<file path="src/rtl/lock_pkg.sv">
package lock_pkg;
    typedef enum logic [1:0] {
        MODE_CHECK = 2'd0,
        MODE_OPEN  = 2'd1,
        MODE_ERR   = 2'd2
    } lock_mode_e;
endpackage

</file>
<file path="src/rtl/lock_digit_mux.sv">
module lock_digit_mux #(
    parameter int DIGIT_W    = 4,
    parameter int NUM_DIGITS = 3,
    parameter int SEL_W      = 2
) (
    input  logic [NUM_DIGITS*DIGIT_W-1:0] code_i,
    input  logic [SEL_W-1:0]              sel_i,
    output logic [DIGIT_W-1:0]            digit_o
);
    logic [DIGIT_W-1:0] slice_w [NUM_DIGITS];

    for (genvar g = 0; g < NUM_DIGITS; g++) begin : g_slice
        assign slice_w[g] = code_i[g*DIGIT_W +: DIGIT_W];
    end

    always_comb begin
        digit_o = '0;
        for (int k = 0; k < NUM_DIGITS; k++) begin
            if (sel_i == SEL_W'(k)) begin
                digit_o = slice_w[k];
            end
        end
    end
endmodule

</file>
<file path="src/rtl/lock_cmp.sv">
module lock_cmp #(
    parameter int DIGIT_W = 4
) (
    input  logic [DIGIT_W-1:0] a_i,
    input  logic [DIGIT_W-1:0] b_i,
    output logic               eq_o
);
    assign eq_o = (a_i == b_i);
endmodule

</file>
<file path="src/rtl/lock_fsm.sv">
module lock_fsm
    import lock_pkg::*;
#(
    parameter int NUM_DIGITS = 3,
    parameter int SEL_W      = 2
) (
    input  logic             clk_i,
    input  logic             rst_ni,
    input  logic             new_i,
    input  logic             match_i,
    output logic [SEL_W-1:0] sel_o,
    output logic             open_o
);
    localparam logic [SEL_W-1:0] LAST_IDX = SEL_W'(NUM_DIGITS - 1);

    typedef struct packed {
        lock_mode_e       mode;
        logic [SEL_W-1:0] idx;
    } lock_state_t;

    lock_state_t st_d, st_q;

    always_comb begin
        st_d = st_q;
        unique case (st_q.mode)
            MODE_CHECK: begin
                if (new_i) begin
                    if (!match_i) begin
                        st_d.mode = MODE_ERR;
                        st_d.idx  = '0;
                    end else if (st_q.idx == LAST_IDX) begin
                        st_d.mode = MODE_OPEN;
                        st_d.idx  = '0;
                    end else begin
                        st_d.idx  = st_q.idx + 1'b1;
                    end
                end
            end
            default: ;
        endcase
    end

    always_ff @(posedge clk_i or negedge rst_ni) begin
        if (!rst_ni) begin
            st_q <= '{mode: MODE_CHECK, idx: '0};
        end else begin
            st_q <= st_d;
        end
    end

    assign sel_o  = (st_q.mode == MODE_CHECK) ? st_q.idx : '0;
    assign open_o = (st_q.mode == MODE_OPEN);

    // an edge without the strobe keeps the state unchanged
    p_hold_idle_r6: assert property (@(posedge clk_i) disable iff (!rst_ni)
        !new_i |=> $stable(st_q));

    // a match in a step other than the last one advances the index by one
    p_match_adv_r3: assert property (@(posedge clk_i) disable iff (!rst_ni)
        (st_q.mode == MODE_CHECK && new_i && match_i && st_q.idx != LAST_IDX)
        |=> (st_q.mode == MODE_CHECK && st_q.idx == $past(st_q.idx) + 1'b1));

    // a strobed mismatch in any checking step lands in the error state
    p_mismatch_err_r5: assert property (@(posedge clk_i) disable iff (!rst_ni)
        (st_q.mode == MODE_CHECK && new_i && !match_i) |=> st_q.mode == MODE_ERR);

    // the open state holds until reset
    p_open_hold_r7: assert property (@(posedge clk_i) disable iff (!rst_ni)
        st_q.mode == MODE_OPEN |=> st_q.mode == MODE_OPEN);

    // the error state holds until reset
    p_err_hold_r8: assert property (@(posedge clk_i) disable iff (!rst_ni)
        st_q.mode == MODE_ERR |=> st_q.mode == MODE_ERR);
endmodule

</file>
<file path="src/rtl/combo_lock.sv">
module combo_lock #(
    parameter int DIGIT_W    = 4,
    parameter int NUM_DIGITS = 3,
    parameter int SEL_W      = (NUM_DIGITS > 1) ? $clog2(NUM_DIGITS) : 1
) (
    input  logic                          clk_i,
    input  logic                          rst_ni,
    input  logic [DIGIT_W-1:0]            entry_i,
    input  logic                          new_i,
    input  logic [NUM_DIGITS*DIGIT_W-1:0] code_i,
    output logic [SEL_W-1:0]              sel_o,
    output logic                          open_o
);
    localparam logic [SEL_W-1:0] LAST_SEL = SEL_W'(NUM_DIGITS - 1);

    logic [DIGIT_W-1:0] ref_digit;
    logic               match;

    lock_digit_mux #(
        .DIGIT_W   (DIGIT_W),
        .NUM_DIGITS(NUM_DIGITS),
        .SEL_W     (SEL_W)
    ) u_mux (
        .code_i (code_i),
        .sel_i  (sel_o),
        .digit_o(ref_digit)
    );

    lock_cmp #(
        .DIGIT_W(DIGIT_W)
    ) u_cmp (
        .a_i (entry_i),
        .b_i (ref_digit),
        .eq_o(match)
    );

    lock_fsm #(
        .NUM_DIGITS(NUM_DIGITS),
        .SEL_W     (SEL_W)
    ) u_fsm (
        .clk_i  (clk_i),
        .rst_ni (rst_ni),
        .new_i  (new_i),
        .match_i(match),
        .sel_o  (sel_o),
        .open_o (open_o)
    );

    // the lock opens only right after a strobed entry in the last step
    p_open_after_last_r4: assert property (@(posedge clk_i) disable iff (!rst_ni)
        $rose(open_o) |-> ($past(new_i) && $past(sel_o) == LAST_SEL));

    // the select never leaves the range of stored digits
    p_sel_range_r2: assert property (@(posedge clk_i) disable iff (!rst_ni)
        sel_o <= LAST_SEL);
endmodule

</file>
<file path="config.mk">
export PLATFORM = sky130hd
export DESIGN_NAME = combo_lock
export DESIGN_NICKNAME = d
export VERILOG_FILES = /design/src/rtl/lock_pkg.sv /design/src/rtl/lock_digit_mux.sv /design/src/rtl/lock_cmp.sv /design/src/rtl/lock_fsm.sv /design/src/rtl/combo_lock.sv
export SDC_FILE = /design/constraint.sdc
export NUM_CORES = 1
export LEC_CHECK = 0
export BUFFER_PORTS_ARGS = -buffer_cell sky130_fd_sc_hd__buf_2
export CELL_PAD_IN_SITES_DETAIL_PLACEMENT = 0
export CELL_PAD_IN_SITES_GLOBAL_PLACEMENT = 1
export CORE_AREA = 3 3 40 42
export DETAILED_ROUTE_END_ITERATION = 8
export DIE_AREA = 0 0 43 45
export MAX_ROUTING_LAYER = met4
export PLACE_DENSITY = 0.76
export REMOVE_ABC_BUFFERS = 1
export SLEW_MARGIN = 10
export SYNTH_ARGS = -nofsm -noshare
export SYNTH_HDL_FRONTEND = slang
export SYNTH_HIERARCHICAL = 1
export SYNTH_SLANG_ARGS = --single-unit
export TNS_END_PERCENT = 5
</file>
<file path="constraint.sdc">
create_clock -name clk_i -period 2.94 [get_ports clk_i]
set_input_delay 0.294 -clock clk_i [delete_from_list [all_inputs] [get_ports clk_i]]
set_output_delay 0.294 -clock clk_i [all_outputs]
set_load 0.005 [all_outputs]
</file>
==> metrics.md <==
| Metric | Value |
|---|---|
| CORE AREA | ~1300 µm² |
| Diode count | 0 |
| Hold Startpoint | new_i |
| Critical path type | reg2reg |
| Static leakage | 0.000231 µW |
| Crit. Startpoint | u_fsm/st_q[2] |
| Endpoints failing hold | 0 |
| Largest net degree at the start of global routing | 7 |
| Layout area overhead | 46.0% |
| Status | finished clean |
| DRC | 0 |
| Max-slew headroom | between 70% and 80% |
| Hold Worst Slack | between 200 and 300 ps |
| CTS buffer count | 3 |
| PnR worst setup slack | between 800 and 900 ps |
| Largest registers | u_fsm/st_q (4) |
| Final setup skew | between 4 and 5 ps |
| Placed instance count | between 60 and 70 |
| Port bufs | 21 |
| Maximum vdd drop | around 0.22 mV |
| Layout cells sized above 1 | 54.4% |
| H-tree levels | 1 |
| Vias | around 330 |
| Number of synthesized register bits | 4 |
| First-pass GRT wire length | between 1 and 1.5 mm |
| FF-to-FF Start | u_fsm/st_q[2] |
| Commonest non-fill, non-tap cell in the layout | buf_2 |
| Yosys warns | 6 |
| PostCTS Resize Cnt | 0 |
| Routed Antenna Nets | 0 |
| Post-route setup TNS | 0 ps |
| Clk buf depth | 2 |
| Final wirelength | around 770 µm |
| Num ports | 22 |
| Pwr/cell area | slightly below 300 nW/µm² |
| Drt pass-1 iters | 2 |
| Fillers | roughly 150 |
| Sequential share of the synthesized area | ~29% |
| Most frequent cells in the layout | 21 x buf_2, 4 x xor2_1, 4 x dfrtp_1, 4 x mux2i_1, 4 x o2bb2ai_1 |
| Worst EP required | 3110 ps |
| Worst path slowest cell | dfrtp_1 |
| Fin crit share | ~72% |
| Worst-path cell chain | nor3b_1, buf_4, mux2i_1, o2bb2ai_1, xor2_1, nor4_2, nor3b_1, mux2_2 |
| Clock-pin slew on the worst setup and hold paths | ~40 ps |
| Maxcap violations | 0 |
| Root buffer cell | clkbuf_4 |
| Initial DRC Count | 3 |
| Top reg by flops | u_fsm/st_q |
| Clock sinks | 4 |
| Cells after Synth | 31 |
| CP top delay family | simple AND/OR/NAND/NOR gates |
| CP bufs+invs | 1 |
| Synth cell types | 16 |
| Final Critical Period | about 2100 ps |
| Slew @ Worst Pin | approximately 330 ps |
| Mapped cell area | around 350 µm² |
| Unrepaired setup endpoints after global routing | no |
| Chip Height | 45 µm |
| GP Congestion | 0.677 |
| Avg Cell Area, Syn | around 11 µm² |
| DP HPWL | 642 µm |
| GRT Total Usage | under 10% |
| Die area | about 1900 µm² |
| Area occupied by multi-input gates | roughly 240 µm² |
| Slowest cell delay on critical path | 430 ps |
| Via/cell ratio | about 4.5 |
| Overflow after GRT | 0 |
| CP Capture Type | register |
| CTS tree | built |
| Non-filler cells, final | just over 70 |
| Hold crit path type | in2reg |
| NumNets Final | slightly below 80 |
| Starting Density | 27.1% |
| CP Max Fanout | 6 |
| Max Slew Vio Count | 0 |
| Final setup viols | 0 |
| Worst-skew pair later-pin latency | ~230 ps |
| Max FFs per register | 4 |
| Fmax | between 0.4 and 0.5 GHz |
| Startpoint Class | register |
| Die width | between 40 and 50 µm |
| Register Area | ~100 µm² |
| Vias in the first global route | 360 |
| Setup WS pre-CTS | 821 ps |
| Most common cell on crit path | nor3b_1 |
| Cell row count | 13 |
| Critical Path AT | 2290 ps |
| Post-CTS Setup Repair Bufs | 0 |
| Initial antenna violation count | 0 |
| Drt wl/cell | about 11 µm |
| Final core utilization | 39.5% |
==> what timing repair did <==
action,CTS,global route
hold buffers,1,0
endpoints found under the hold margin,4,0
setup endpoints to repair,0,0
==> worst reg2reg max path: stages, from the launching register on <==
cell and delay, ps:
dfrtp_1 430, nor3b_1 220, buf_4 200, mux2i_1 200
o2bb2ai_1 100, xor2_1 170, nor4_2 360, nor3b_1 210
mux2_2 170
==> report_power, final <==
part,switching (µW),internal [µW]
combinational,10.2,15.7
clock,21.1,45.6
sequential,1.04,56.2
total,32.4,117
==> per-layer routing <==
metal,GRT usage (%),routed length (µm),up-vias
met5,-,0,-
met4,3.61,0,0
met3,4.38,66,0
met2,14.1,375,13
met1,11.9,326,144
li1,-,-,169
==> layout make-up <==
cell class / instances / area share, %
flip-flops and latches: 4 / 19.7
repair buffers: 24 / 25.6
multi-input cells: 26 / 46.6
clock buffers: 3 / 4.43
well taps: 15 / 3.69
==> through the flow <==
| stage | total power (µW) | instance area, µm² |
|---|---|---|
| after floorplan | 68.7 | 337 |
| after global placement | 83.1 | 475 |
| after detailed placement | 83.2 | 475 |
| after CTS | 153 | 508 |
| after global routing | 163 | 508 |
| final | 150 | 508 |
==> cells in the mapped netlist <==
library cell	n	area share, %
a21o_1	1	2.2
and3b_1	1	2.5
buf_6	1	3.2
dfrtp_1	4	29
mux2_2	2	6.5
mux2i_1	4	12
nand4b_1	1	2.5
nor2_1	1	1.1
nor2b_1	1	1.8
nor2b_4	1	4.0
nor3b_1	3	6.5
nor3b_2	1	3.6
nor4_2	1	3.6
o21bai_1	1	2.2
o2bb2ai_1	4	10
xor2_1	4	10
==> cells by family after synthesis <==
family	Yosys count	share of synthesized area, %
muxes	6	18.0
xor gates and xnor gates	4	10.1
AOI/OAI and AO/OA	6	14.4
and+or+nand+nor	10	25.5
DFF	4	28.8
buffers and inverters	1	3.24
==> final timing paths <==
path                            endpoint  slack (ps)  cells after the start
max                        u_fsm/st_q[0]         810                      8
min                        u_fsm/st_q[3]         300                      2
max reg2reg                u_fsm/st_q[0]         810                      8
min reg2reg                u_fsm/st_q[2]         520                      1
max in group asynchronous  u_fsm/st_q[1]        2410                      2
min in group asynchronous  u_fsm/st_q[3]         400                      2
Note: power is estimated with default switching activity, not from simulation.
